$ cat config.mk
export PLATFORM = sky130hd
export DESIGN_NAME = brg_unit
export DESIGN_NICKNAME = d
export VERILOG_FILES = /design/src/rtl/brg_pkg.sv /design/src/rtl/brg_regs.sv /design/src/rtl/brg_div.sv /design/src/rtl/brg_gate.sv /design/src/rtl/brg_unit.sv
export SDC_FILE = /design/constraint.sdc
export NUM_CORES = 1
export LEC_CHECK = 0
export ABC_AREA = 1
export BUFFER_PORTS_ARGS = -buffer_cell sky130_fd_sc_hd__clkbuf_2
export CORE_AREA = 2 2 65 67
export CTS_BUF_LIST = sky130_fd_sc_hd__clkbuf_8
export DETAILED_ROUTE_END_ITERATION = 8
export DIE_AREA = 0 0 67 69
export GPL_ROUTABILITY_DRIVEN = 1
export PLACE_DENSITY = 0.64
export RECOVER_POWER = 50
export SLEW_MARGIN = 25
export SYNTH_ARGS = -nofsm -noshare
export SYNTH_HDL_FRONTEND = slang
export SYNTH_SLANG_ARGS = --single-unit
$ cat constraint.sdc
create_clock -name clk -period 1.7 [get_ports clk]
set_input_delay 0.17 -clock clk [delete_from_list [all_inputs] [get_ports clk]]
set_output_delay 0.17 -clock clk [all_outputs]
set_load 0.1 [all_outputs]
$ cat src/rtl/brg_pkg.sv
package brg_pkg;

    // Bit positions inside a branch word; software decodes these.
    localparam int RUN_BIT   = 0;
    localparam int AUTO_BIT  = 1;
    localparam int HALF_BIT  = 5;
    localparam int HSTAT_BIT = 27;

    typedef struct packed {
        logic run;        // branch enabled
        logic idle_gate;  // stop while the idle input is high
        logic half_req;   // requested divide-by-two (write-only)
    } br_cfg_t;

    function automatic logic [31:0] read_word(br_cfg_t cfg, logic half_stat);
        logic [31:0] w;
        w            = '0;
        w[RUN_BIT]   = cfg.run;
        w[AUTO_BIT]  = cfg.idle_gate;
        w[HSTAT_BIT] = half_stat;
        return w;
    endfunction

endpackage

$ cat src/rtl/brg_regs.sv
module brg_regs #(
    parameter int                NUM_BR  = 5,
    parameter int                ADDR_W  = 8,
    parameter logic [NUM_BR-1:0] DIV_CAP = '0
) (
    input  logic                          clk,
    input  logic                          rst_n,
    input  logic                          base_ok,
    input  logic                          psel,
    input  logic                          penable,
    input  logic                          pwrite,
    input  logic [ADDR_W-1:0]             paddr,
    input  logic [31:0]                   pwdata,
    output logic [31:0]                   prdata,
    output logic                          pready,
    input  logic [NUM_BR-1:0]             half_stat,
    output brg_pkg::br_cfg_t [NUM_BR-1:0] cfg
);
    import brg_pkg::*;

    localparam int IDX_W = ADDR_W - 2;

    typedef struct packed {
        br_cfg_t [NUM_BR-1:0] cfg;
    } state_t;

    state_t           st_d, st_q;
    logic [IDX_W-1:0] idx;
    logic             wr_fire;
    logic             unused_bits;

    assign idx         = paddr[ADDR_W-1:2];
    assign pready      = base_ok;
    assign wr_fire     = psel && penable && pwrite && base_ok;
    assign unused_bits = ^{paddr[1:0], pwdata[31:HSTAT_BIT], pwdata[HSTAT_BIT-1:HALF_BIT+1],
                           pwdata[HALF_BIT-1:AUTO_BIT+1]};

    always_comb begin
        st_d = st_q;
        if (wr_fire) begin
            for (int i = 0; i < NUM_BR; i++) begin
                if (idx == IDX_W'(i)) begin
                    st_d.cfg[i].run       = pwdata[RUN_BIT];
                    st_d.cfg[i].idle_gate = pwdata[AUTO_BIT];
                    st_d.cfg[i].half_req  = DIV_CAP[i] ? pwdata[HALF_BIT] : 1'b0;
                end
            end
        end
    end

    always_ff @(posedge clk or negedge rst_n) begin
        if (!rst_n) begin
            for (int i = 0; i < NUM_BR; i++) begin
                st_q.cfg[i] <= '{run: 1'b1, idle_gate: 1'b0, half_req: 1'b0};
            end
        end else begin
            st_q <= st_d;
        end
    end

    always_comb begin
        prdata = '0;
        for (int i = 0; i < NUM_BR; i++) begin
            if (idx == IDX_W'(i)) prdata = read_word(st_q.cfg[i], half_stat[i]);
        end
    end

    assign cfg = st_q.cfg;

    AST_NO_WRITE_WITHOUT_BASE: assert property (@(posedge clk) disable iff (!rst_n)
        !base_ok |=> $stable(st_q));

    AST_CHANGE_NEEDS_ACCESS: assert property (@(posedge clk) disable iff (!rst_n)
        (st_q != $past(st_q)) |-> $past(psel && penable && pwrite && base_ok));

endmodule

$ cat src/rtl/brg_div.sv
module brg_div #(
    parameter int                NUM_BR  = 5,
    parameter logic [NUM_BR-1:0] DIV_CAP = '0
) (
    input  logic              clk,
    input  logic              rst_n,
    input  logic [NUM_BR-1:0] half_req,
    output logic              half_clk,
    output logic [NUM_BR-1:0] half_stat
);
    typedef struct packed {
        logic              half;
        logic [NUM_BR-1:0] stat;
    } state_t;

    state_t st_d, st_q;

    always_comb begin
        st_d      = st_q;
        st_d.half = ~st_q.half;
        // Switch only while the divided clock is low.
        if (!st_q.half) st_d.stat = half_req & DIV_CAP;
    end

    always_ff @(posedge clk or negedge rst_n) begin
        if (!rst_n) st_q <= '0;
        else        st_q <= st_d;
    end

    assign half_clk  = st_q.half;
    assign half_stat = st_q.stat;

    AST_HSTAT_AT_LOW_PHASE: assert property (@(posedge clk) disable iff (!rst_n)
        (st_q.stat != $past(st_q.stat)) |-> !$past(st_q.half));

endmodule

$ cat src/rtl/brg_gate.sv
module brg_gate (
    input  logic clk,
    input  logic rst_n,
    input  logic half_clk,
    input  logic divided,
    input  logic want_on,
    output logic gclk
);
    logic en_d, en_q;
    logic src;

    assign src = divided ? half_clk : clk;

    // Capture only while the selected source is low in the next phase.
    always_comb begin
        en_d = en_q;
        if (!divided || !half_clk) en_d = want_on;
    end

    always_ff @(negedge clk or negedge rst_n) begin
        if (!rst_n) en_q <= 1'b0;
        else        en_q <= en_d;
    end

    assign gclk = src & en_q;

    AST_GATE_CLOSES: assert property (@(posedge clk) disable iff (!rst_n)
        (!want_on && $past(!want_on) && $past(!want_on, 2) && $past(!want_on, 3)) |-> !en_q);

endmodule

$ cat src/rtl/brg_unit.sv
module brg_unit #(
    parameter int                NUM_BR  = 5,
    parameter int                ADDR_W  = 8,
    parameter logic [NUM_BR-1:0] DIV_CAP = 5'b01100
) (
    input  logic              clk,
    input  logic              rst_n,
    input  logic              base_ok,
    input  logic              psel,
    input  logic              penable,
    input  logic              pwrite,
    input  logic [ADDR_W-1:0] paddr,
    input  logic [31:0]       pwdata,
    output logic [31:0]       prdata,
    output logic              pready,
    input  logic [NUM_BR-1:0] br_idle,
    output logic [NUM_BR-1:0] br_clk
);
    import brg_pkg::*;

    br_cfg_t [NUM_BR-1:0] cfg;
    logic    [NUM_BR-1:0] half_req;
    logic    [NUM_BR-1:0] half_stat;
    logic    [NUM_BR-1:0] want_on;
    logic                 half_clk;
    logic                 bus_on;

    brg_regs #(.NUM_BR(NUM_BR), .ADDR_W(ADDR_W), .DIV_CAP(DIV_CAP)) u_regs (
        .clk, .rst_n, .base_ok, .psel, .penable, .pwrite, .paddr, .pwdata,
        .prdata, .pready, .half_stat, .cfg
    );

    brg_div #(.NUM_BR(NUM_BR), .DIV_CAP(DIV_CAP)) u_div (
        .clk, .rst_n, .half_req, .half_clk, .half_stat
    );

    assign bus_on = base_ok && cfg[0].run && !(cfg[0].idle_gate && br_idle[0]);

    for (genvar g = 0; g < NUM_BR; g++) begin : g_br
        assign half_req[g] = cfg[g].half_req;
        if (g == 0) begin : g_bus
            assign want_on[g] = bus_on;
        end else begin : g_child
            assign want_on[g] = bus_on && cfg[g].run && !(cfg[g].idle_gate && br_idle[g]);
        end
        brg_gate u_gate (
            .clk, .rst_n, .half_clk,
            .divided (half_stat[g]),
            .want_on (want_on[g]),
            .gclk    (br_clk[g])
        );
    end

endmodule

* Word-level counts from Yosys, hierarchy flattened
Index checks and enable logic that the tools add are counted.
** Cells by class
- Eq/ne operators :: 4
- Muxes and demuxes :: 7
- Bitwise gates (word level) :: 6
- Reductions and logical operators :: 34
** Operator list (count)
- $mux 28 :: 3
- $logic_and 1x1->1 :: 18
- $eq 6x2->1 const B :: 2
- $reduce_and 2->1 :: 5
- $logic_not 1->1 :: 8
- $eq 6x1->1 const B :: 1
- $eq 6x3->1 const B :: 1
- $logic_not 6->1 :: 1
- $and 1x1->1 :: 5
- $mux 2 :: 2
- $logic_or 1x1->1 :: 2
- $mux 1 :: 2
- $not 1->1 :: 1
** Word-level totals
- Register bits after elaboration :: 20
- Bits of input ports :: 51
- Logic and storage cells :: 70

* Depth between registers and ports, before layout
Gate-level depths: netlist of the first run.
- Word-level depth :: 6
- Depth in mapped cells :: 6
- Gate-level depth less buffers :: 6

* Hierarchy
Synthesis of the first run repeated with hierarchy kept, for this count alone.
** Second synthesis, totals
- Cell total of the unflattened synthesis :: 204
- Area total of the unflattened synthesis :: 1505.2 um^2
** Modules (own cells, without submodules)
- brg_regs :: instances 1, cells each 133, area an instance 1024.7 um^2
- brg_gate :: instances 5, cells each 8, area an instance 53.8 um^2
- brg_div :: instances 1, cells each 14, area an instance 127.6 um^2
- brg_unit :: instances 1, cells each 17, area an instance 83.8 um^2

==> results of run 1 <==
==> worst max-delay path: stages, from the launching register on <==
cell and delay, ns:
dfrtn_1 0.40, inv_2 0.04, a21oi_2 0.12, buf_8 0.21
==> metal layers <==
metal | vias up | wire length [um]
met1 | 489 | 1209
li1 | 551 | -
met4 | 0 | 46
met2 | 48 | 1227
met5 | - | 0
met3 | 8 | 232
==> kinds of logic (layout without fill, tap and decap cells) <==
kind of cell,after synthesis,in the layout
AND/OR/NAND/NOR,75,75
buffers and inverters,56,69
flip-flops,20,20
AO/OA/AOI/OAI,15,15
other,1,29
==> Yosys cell counts <==
cell / count
and3_1: 1
nor2_4: 2
nand4_1: 6
a211oi_1: 1
nand3_1: 13
dfstp_2: 5
nor2_1: 8
nor3_4: 1
nand2_1: 38
buf_4: 35
dfrtn_1: 5
o21ai_0: 9
o22ai_1: 2
nor3_2: 1
conb_1: 1
nand3_4: 1
dfrtp_1: 10
nor2_2: 3
nand2_2: 1
inv_1: 21
a21oi_1: 3
==> registers in the layout, summed over array words and instances, names as in the netlist <==
signal	flops
u_regs.cfg	12
g_br.u_gate.en_q	5
u_div.half_stat	2
u_div.half_clk	1
==> cell usage in the layout, fill, tap and decap left out, types with 4 or more instances in the layout <==
master and instances:
dfrtp_1 10, clkbuf_2 19, nand4_1 6, clkbuf_8 7, buf_12 4, nand3_1 11, dfstp_2 4, inv_2 5
conb_1 29, o21ai_0 8, dfrtn_1 5, nand2_1 33, inv_1 15, nor2_1 8, buf_4 8, nand2_2 5
==> power by group through the flow <==
stage          Clock (mW)  Sequential (mW)  Combinational (mW)
4_1_cts             0.903            0.500               0.400
6_report            0.881            0.500               0.396
3_3_place_gp       0.0276            0.507               0.394
5_1_grt             0.938            0.502               0.414
3_5_place_dp       0.0276            0.508               0.395
2_1_floorplan      0.0295            0.506               0.386
==> per-stage QoR <==
step,worst slack (ns),instances,area (sq um)
floorplan,-0.06343,195,1450
global placement,-0.2693,248,1484
detailed placement,-0.2748,248,1484
CTS,-0.5179,258,1743
global route,-0.5174,258,1762
finish,-0.4924,258,1762
==> path summary, 6_finish.rpt <==
check	from	to	slack [ns]	depth (start not counted)
max	g_br[3].u_gate.en_q	br_clk[3]	-0.49	3
min	pwdata[5]	u_regs.cfg[9]	0.07	3
max reg2reg	u_regs.cfg[2]	g_br[1].u_gate.en_q	-0.08	5
min reg2reg	u_regs.cfg[11]	u_regs.cfg[11]	0.48	2
max in group asynchronous	rst_n	g_br[1].u_gate.en_q	0.06	2
min in group asynchronous	rst_n	u_div.half_stat[2]	0.40	2
==> area by class of cell <==
type | instances | share of cell area
clock inverter | 5 | 0.03338
clock buffer | 12 | 0.1172
tap | 50 | 0.03551
sequential | 20 | 0.2876
multi-input combinational | 119 | 0.3480
inverter | 18 | 0.03977
timing repair buffer | 34 | 0.1385
==> timing repair <==
item                       in CTS  in global routing
pin swaps                       3                  4
hold buffers                    1                  0
resized for setup              25                 13
buffers inserted                0                  0
setup endpoints to repair      13                 14
hold endpoints to repair        7                  0
cloned                          0                  0
==> flow_summary.json, run 1 <==
{
  "gr-usage-met3": 0.07667,
  "gr-usage-met2": 0.1826,
  "required_ns": 1.53,
  "met1_usage": 0.1515,
  "clkSlewWorstSetupHoldPaths_ns": 0.08,
  "antenna_found_initial": 0,
  "p_comb_frac": 0.223,
  "hold-worst-slack_ns": 0.07465,
  "setup_slack_ns": -0.4924,
  "remaining_drc_errors": 0,
  "grt_first_pass_wirelength_um": 4464,
  "synth.top_cell.area_share": 0.2013,
  "grt_max_degree": 16,
  "synthTopCellsByArea": "buf_4 (20%), dfrtp_1 (19%), nand2_1 (11%)",
  "synthXorXnorAreaFrac": 0,
  "power_density_nw_per_um2": 1009,
  "power.switching_uw": 633.3,
  "maxSlewViolCount": 0,
  "postRouteAntennaNets": 0,
  "power.share.switching": 0.3564,
  "gp_congestion": 0.8659,
  "dieArea_sq_um": 4623,
  "rows": 23,
  "finalSetupTns_ns": -2.856,
  "core_area_sq_um": 3914,
  "clk_latency_ns": 0.40,
  "postSynthCellCount": 167,
  "yosysWarnings": 0,
  "wl_per_cell_um": 10.52,
  "synth_top_area_cell": "buf_4",
  "worstPathArrival_ns": 2.02,
  "ys_ff_latch": 20,
  "port-buffer-count": 28,
  "first_global_vias": 1099,
  "multi_input_area_sq_um": 613.1,
  "cp-start-kind": "flip-flop",
  "leakage_nw": 0.9402,
  "cts_tree": "done",
  "drt_wl_total_um": 2714,
  "yosysUniqueCellTypes": 21,
  "viasPerCell": 4.248,
  "ir_drop_uv": 543.6,
  "start_util": 0.3334,
  "setup_viol": 13,
  "grt.overflow.total": 0,
  "grt_usage": 0.1318,
  "dpl.hpwl_um": 2046,
  "seq_area_frac_synth": 0.3883,
  "syn_area_per_cell_sq_um": 7.814,
  "hold_viol": 0,
  "internal-power_mw": 1.143,
  "synthMuxAreaShare": 0,
  "yosys.area_share.simple": 0.2857,
  "pwr-share-seq": 0.281,
  "status": "finished, violations left",
  "violations": "setup timing",
  "layout-drive-gt1-share": 0.3654,
  "synthToLayoutAreaGrowth_pct": 35.00,
  "seq_area_sq_um": 506.7,
  "total_power_mw": 1.777,
  "synth_area_sq_um": 1305,
  "die_h_um": 69,
  "crit_fanout": 2,
  "fin_util": 0.4501,
  "route.vias.total": 1096,
  "fin_skew_ns": 0.03025,
  "die_w_um": 67,
  "rsz0062_at_grt": "true",
  "synth_fa_ha_area_frac": 0,
  "fillerInstances": 401,
  "first_iter_violations": 30,
  "clkPwrFrac": 0.496,
  "final_nets": 259,
  "crit_type": "reg -> out",
  "max_slew_margin": 0.4698,
  "io_pins": 89,
  "synth_top_family_by_area": "simple AND/OR/NAND/NOR gates",
  "hold_class": "in -> reg",
  "cap_viol_max_count": 0,
  "grt_busiest_layer": "met2",
  "synth_compound_area_frac": 0.06136,
  "detail_route.first_pass.iterations": 4,
  "endpoint_kind": "output pin",
  "n_antenna_cell": 0,
  "tightest_slew_ns": 0.7953
}
(Power assumes the default switching activity.)
==> inputs of run 2 (changes only) <==
--- a/config.mk
+++ b/config.mk
@@ -6,15 +6,16 @@
 export NUM_CORES = 1
 export LEC_CHECK = 0
 export ABC_AREA = 1
-export BUFFER_PORTS_ARGS = -buffer_cell sky130_fd_sc_hd__clkbuf_2
-export CORE_AREA = 2 2 65 67
+export CORE_AREA = 2 2 69 71
 export CTS_BUF_LIST = sky130_fd_sc_hd__clkbuf_8
 export DETAILED_ROUTE_END_ITERATION = 8
-export DIE_AREA = 0 0 67 69
+export DIE_AREA = 0 0 71 73
+export DONT_BUFFER_PORTS = 1
 export GPL_ROUTABILITY_DRIVEN = 1
-export PLACE_DENSITY = 0.64
+export PLACE_DENSITY = 0.45
 export RECOVER_POWER = 50
 export SLEW_MARGIN = 25
 export SYNTH_ARGS = -nofsm -noshare
 export SYNTH_HDL_FRONTEND = slang
+export SYNTH_HIERARCHICAL = 1
 export SYNTH_SLANG_ARGS = --single-unit
==> flow_summary.json, run 2 <==
{
  "status": "finished, violations left",
  "violations": "setup timing",
  "dieArea_sq_um": 5183,
  "start_util": 0.3269,
  "power.switching_uw": 634.2,
  "antenna_found_initial": 0,
  "n_antenna_cell": 0,
  "p_comb_frac": 0.216,
  "port-buffer-count": 0,
  "hold-worst-slack_ns": 0.03307,
  "detail_route.first_pass.iterations": 4,
  "wl_per_cell_um": 12.19,
  "cp_cell_sequence": "nand3_2 > nand2_8",
  "cap_viol_max_count": 0,
  "synthToLayoutAreaGrowth_pct": 27.43,
  "required_ns": 1.53,
  "instances_no_fill": 280,
  "clk_latency_ns": 0.39,
  "viasPerCell": 4.400,
  "hold_class": "in -> reg",
  "grt.overflow.total": 0,
  "reg2reg_slack_ns": -0.12,
  "mostFrequentLayoutCells": "nand2_1 (55), conb_1 (32), inv_1 (13), nand3_1 (13), nand4_1 (11)",
  "internal-power_mw": 1.127,
  "final_common_cell": "nand2_1",
  "regMostFlops": "u_regs/cfg",
  "fin_skew_ns": 0.02820,
  "ir_drop_uv": 657.1,
  "first_iter_violations": 60,
  "hold_viol": 0,
  "synth_area_sq_um": 1483,
  "pwr-share-seq": 0.283,
  "endpoint_kind": "output pin",
  "clkPwrFrac": 0.501,
  "clkSlewWorstSetupHoldPaths_ns": 0.08,
  "maxSlewViolCount": 0,
  "postRouteAntennaNets": 0,
  "grt_max_degree": 16,
  "crit_fanout": 2,
  "dpl.hpwl_um": 2422,
  "rsz0062_at_grt": "true",
  "gp_congestion": 0.7380,
  "worstPathArrival_ns": 2.03,
  "drt_wl_total_um": 3414,
  "die_w_um": 71,
  "place_inst": 261,
  "critPathMaxStageDelay_ns": 0.46,
  "yosysWarnings": 6,
  "largest_reg_flops": 12,
  "setup_viol": 16,
  "syn_area_per_cell_sq_um": 7.376,
  "layout-drive-gt1-share": 0.2788,
  "core_area_sq_um": 4536,
  "remaining_drc_errors": 0,
  "setup_slack_ns": -0.4958,
  "grt_usage": 0.1473,
  "first_global_vias": 1244,
  "rows": 25,
  "die_h_um": 73,
  "tightest_slew_ns": 0.7559,
  "final_nets": 277,
  "power_density_nw_per_um2": 932.2,
  "io_pins": 89,
  "cts_tree": "done",
  "leakage_nw": 0.9303,
  "crit_type": "reg -> out",
  "cp-start-kind": "flip-flop",
  "crit_slowest_cell": "dfrtn_1",
  "grt_first_pass_wirelength_um": 5685,
  "max_slew_margin": 0.4944,
  "route.vias.total": 1232,
  "power.share.switching": 0.3601,
  "postSynthCellCount": 201,
  "fin_util": 0.4166
}
run 2: path summary, 6_finish.rpt:
path / cells past startpoint / to / from
setup / recovery: 2 / br_clk[3] / g_br[3].u_gate/en_q
hold / removal: 4 / u_regs/cfg[5] / paddr[2]
setup reg to reg: 3 / g_br[2].u_gate/en_q / u_div/half_clk
hold reg to reg: 2 / u_regs/cfg[5] / u_regs/cfg[5]
max in group asynchronous: 1 / u_regs/cfg[1] / rst_n
min in group asynchronous: 0 / g_br[4].u_gate/en_q / rst_n
run 2: per-layer routing:
| metal | vias to the layer above | track usage | part of all wire |
|---|---|---|---|
| li1 | 629 | - | - |
| met1 | 554 | 0.1749 | 0.45 |
| met2 | 43 | 0.2181 | 0.46 |
| met3 | 6 | 0.08287 | 0.069 |
| met4 | 0 | 0.06499 | 0.012 |
| met5 | - | 0 | 0 |
run 2: what timing repair did:
item,4_1_cts,5_1_grt
hold buffers,6,0
endpoints found under the hold margin,27,0
resized for setup,8,4
pin swaps,9,5
setup buffers,1,3
setup endpoints to repair,18,19
run 2: layout make-up:
class                   instances  area, sq um
clock buffers                   7        96.34
multi-input cells             158        889.6
well taps                      54        67.56
clock inverters                 2        47.55
inverters                      18        67.56
repair buffers                 21        214.0
flip-flops and latches         20        506.7
fillers                       472         2646
run 2: through the flow:
stage	total power, mW	setup WS, ns	setup TNS [ns]	instance area, sq um
2_1_floorplan	0.9218	-0.1114	-0.3008	1693
3_3_place_gp	0.8655	-0.1333	-0.4895	1618
3_5_place_dp	0.8665	-0.1308	-0.5007	1618
4_1_cts	1.803	-0.5201	-2.580	1871
5_1_grt	1.852	-0.5590	-3.321	1889
6_report	1.761	-0.4958	-2.495	1889
run 2: worst max-delay path, delay by kind of cell, from the launching register on:
kind,cells,cell delay [ns]
flip-flops,1,0.46
AND/OR/NAND/NOR,2,0.32
run 2: power groups by stage:
stage	registers, mW	logic, mW	clock network (mW)
2_1_floorplan	0.504	0.410	0.00721
3_3_place_gp	0.505	0.353	0.00721
3_5_place_dp	0.506	0.353	0.00721
4_1_cts	0.498	0.379	0.926
5_1_grt	0.500	0.397	0.954
6_report	0.498	0.380	0.883
==> inputs of run 3 (changes only) <==
--- a/config.mk
+++ b/config.mk
@@ -6,13 +6,15 @@
 export NUM_CORES = 1
 export LEC_CHECK = 0
 export ABC_AREA = 1
+export CELL_PAD_IN_SITES_DETAIL_PLACEMENT = 1
+export CELL_PAD_IN_SITES_GLOBAL_PLACEMENT = 2
 export CORE_AREA = 2 2 69 71
 export CTS_BUF_LIST = sky130_fd_sc_hd__clkbuf_8
 export DETAILED_ROUTE_END_ITERATION = 8
 export DIE_AREA = 0 0 71 73
 export DONT_BUFFER_PORTS = 1
 export GPL_ROUTABILITY_DRIVEN = 1
-export PLACE_DENSITY = 0.45
+export PLACE_DENSITY = 0.8
 export RECOVER_POWER = 50
 export SLEW_MARGIN = 25
 export SYNTH_ARGS = -nofsm -noshare
==> flow_summary.json, run 3 (synthesis results as in run 2) <==
{
  "rsz0062_at_grt": "true",
  "final_area_sq_um": 1852,
  "setup_slack_ns": -0.5230,
  "hold_viol": 0,
  "violations": "setup timing",
  "p_comb_frac": 0.236,
  "mostFrequentLayoutCells": "nand2_1 (54), conb_1 (32), nand3_1 (15), inv_1 (13), nand4_1 (11)",
  "fillerInstances": 582,
  "place_area_sq_um": 1633,
  "dpl.hpwl_um": 2766,
  "route.vias.total": 1298,
  "final_common_cell": "nand2_1",
  "clkSlewWorstSetupHoldPaths_ns": 0.08,
  "cp-start-kind": "flip-flop",
  "required_ns": 1.53,
  "wl_per_cell_um": 13.57,
  "grt_usage": 0.1624,
  "critPathMaxStageDelay_ns": 0.47,
  "port-buffer-count": 0,
  "status": "finished, violations left",
  "die_h_um": 73,
  "postRouteAntennaNets": 0,
  "dieArea_sq_um": 5183,
  "fin_util": 0.4083,
  "first_global_vias": 1383,
  "power_density_nw_per_um2": 871.9,
  "io_pins": 89,
  "first_iter_violations": 20,
  "pre_cts_slack_ns": -0.1657,
  "seq_area_sq_um": 508.0,
  "final_nets": 278,
  "synthToLayoutAreaGrowth_pct": 24.89,
  "rows": 25,
  "power.share.switching": 0.3969,
  "die_w_um": 71,
  "gp_congestion": 0.8584,
  "setup_viol": 19,
  "viasPerCell": 4.619,
  "grt_max_degree": 16,
  "ir_drop_uv": 246.1,
  "leakage_nw": 0.9184,
  "grt_first_pass_wirelength_um": 6216,
  "clkPwrFrac": 0.456,
  "endpoint_kind": "output pin",
  "largest_reg_flops": 12,
  "cp_cell_sequence": "nand3_2 > nand2_8",
  "crit_type": "reg -> out",
  "multi_input_area_sq_um": 869.6,
  "drt_wl_total_um": 3813,
  "crit_fanout": 2,
  "crit_slowest_cell": "dfrtn_1",
  "layout-drive-gt1-share": 0.2819,
  "pwr-share-seq": 0.308,
  "cap_viol_max_count": 0,
  "core_area_sq_um": 4536,
  "internal-power_uw": 973.9,
  "maxSlewViolCount": 0,
  "total_power_mw": 1.615,
  "tightest_slew_ns": 0.7413,
  "antenna_found_initial": 0,
  "cts_tree": "done",
  "remaining_drc_errors": 0,
  "clk_latency_ns": 0.39,
  "fin_skew_ns": 0.02876,
  "n_antenna_cell": 0,
  "worstPathArrival_ns": 2.05,
  "power.switching_uw": 640.8,
  "grt.overflow.total": 0,
  "max_slew_margin": 0.5042,
  "detail_route.first_pass.iterations": 4,
  "start_util": 0.3269,
  "regMostFlops": "u_regs/cfg",
  "hold_class": "in -> reg"
}
run 3: layout make-up:
cell class	count	share of cell area
inverters	18	0.03649
flip-flops and latches	20	0.2743
multi-input cells	158	0.4696
repair buffers	22	0.1196
well taps	54	0.03649
clock inverters	2	0.01149
clock buffers	7	0.05203
run 3: routing by layer:
| layer | track usage | routed length, um | vias to the layer above |
|---|---|---|---|
| li1 | - | - | 628 |
| met1 | 0.1775 | 1555 | 628 |
| met2 | 0.2658 | 1993 | 34 |
| met3 | 0.05525 | 195 | 8 |
| met4 | 0.1132 | 68 | 0 |
| met5 | 0 | 0 | - |
run 3: critical path, delay by kind of cell, from the launching register on:
family        cells  cell delay (ns)
simple gates      2             0.33
flops             1             0.47
run 3: worst paths after layout:
check,from,to,slack (ns),cells after the start
min in group asynchronous,rst_n,g_br[1].u_gate/en_q,0.20,0
min,paddr[2],u_regs/cfg[11],0.03,3
min reg2reg,u_regs/cfg[6],u_div/half_stat[2],0.48,2
max,g_br[2].u_gate/en_q,br_clk[2],-0.52,2
max in group asynchronous,rst_n,u_div/half_clk,0.88,1
max reg2reg,u_div/half_clk,g_br[3].u_gate/en_q,-0.03,3
run 3: what timing repair did:
item	in CTS	in global routing
hold buffers	6	0
setup endpoints to repair	17	19
setup buffers	0	3
pin swaps	7	4
gates cloned	0	0
hold endpoints to repair	27	0
gates resized for setup	7	7
run 3: through the flow:
stage               TNS (ns)  hold slack [ns]  std cells
global placement     -0.4313          -0.1248        263
finish                -2.693          0.03222        281
detailed placement   -0.5714          -0.1246        263
global route          -3.787          0.04981        281
CTS                   -2.520          0.03256        278
floorplan            -0.3008          -0.1256        231
run 3: power by group through the flow:
stage	registers, mW	clock network, mW	logic (mW)
after floorplan	0.504	0.00721	0.410
after global placement	0.505	0.00721	0.354
after detailed placement	0.506	0.00721	0.355
after CTS	0.497	0.767	0.380
after global routing	0.500	0.800	0.398
final	0.498	0.736	0.381
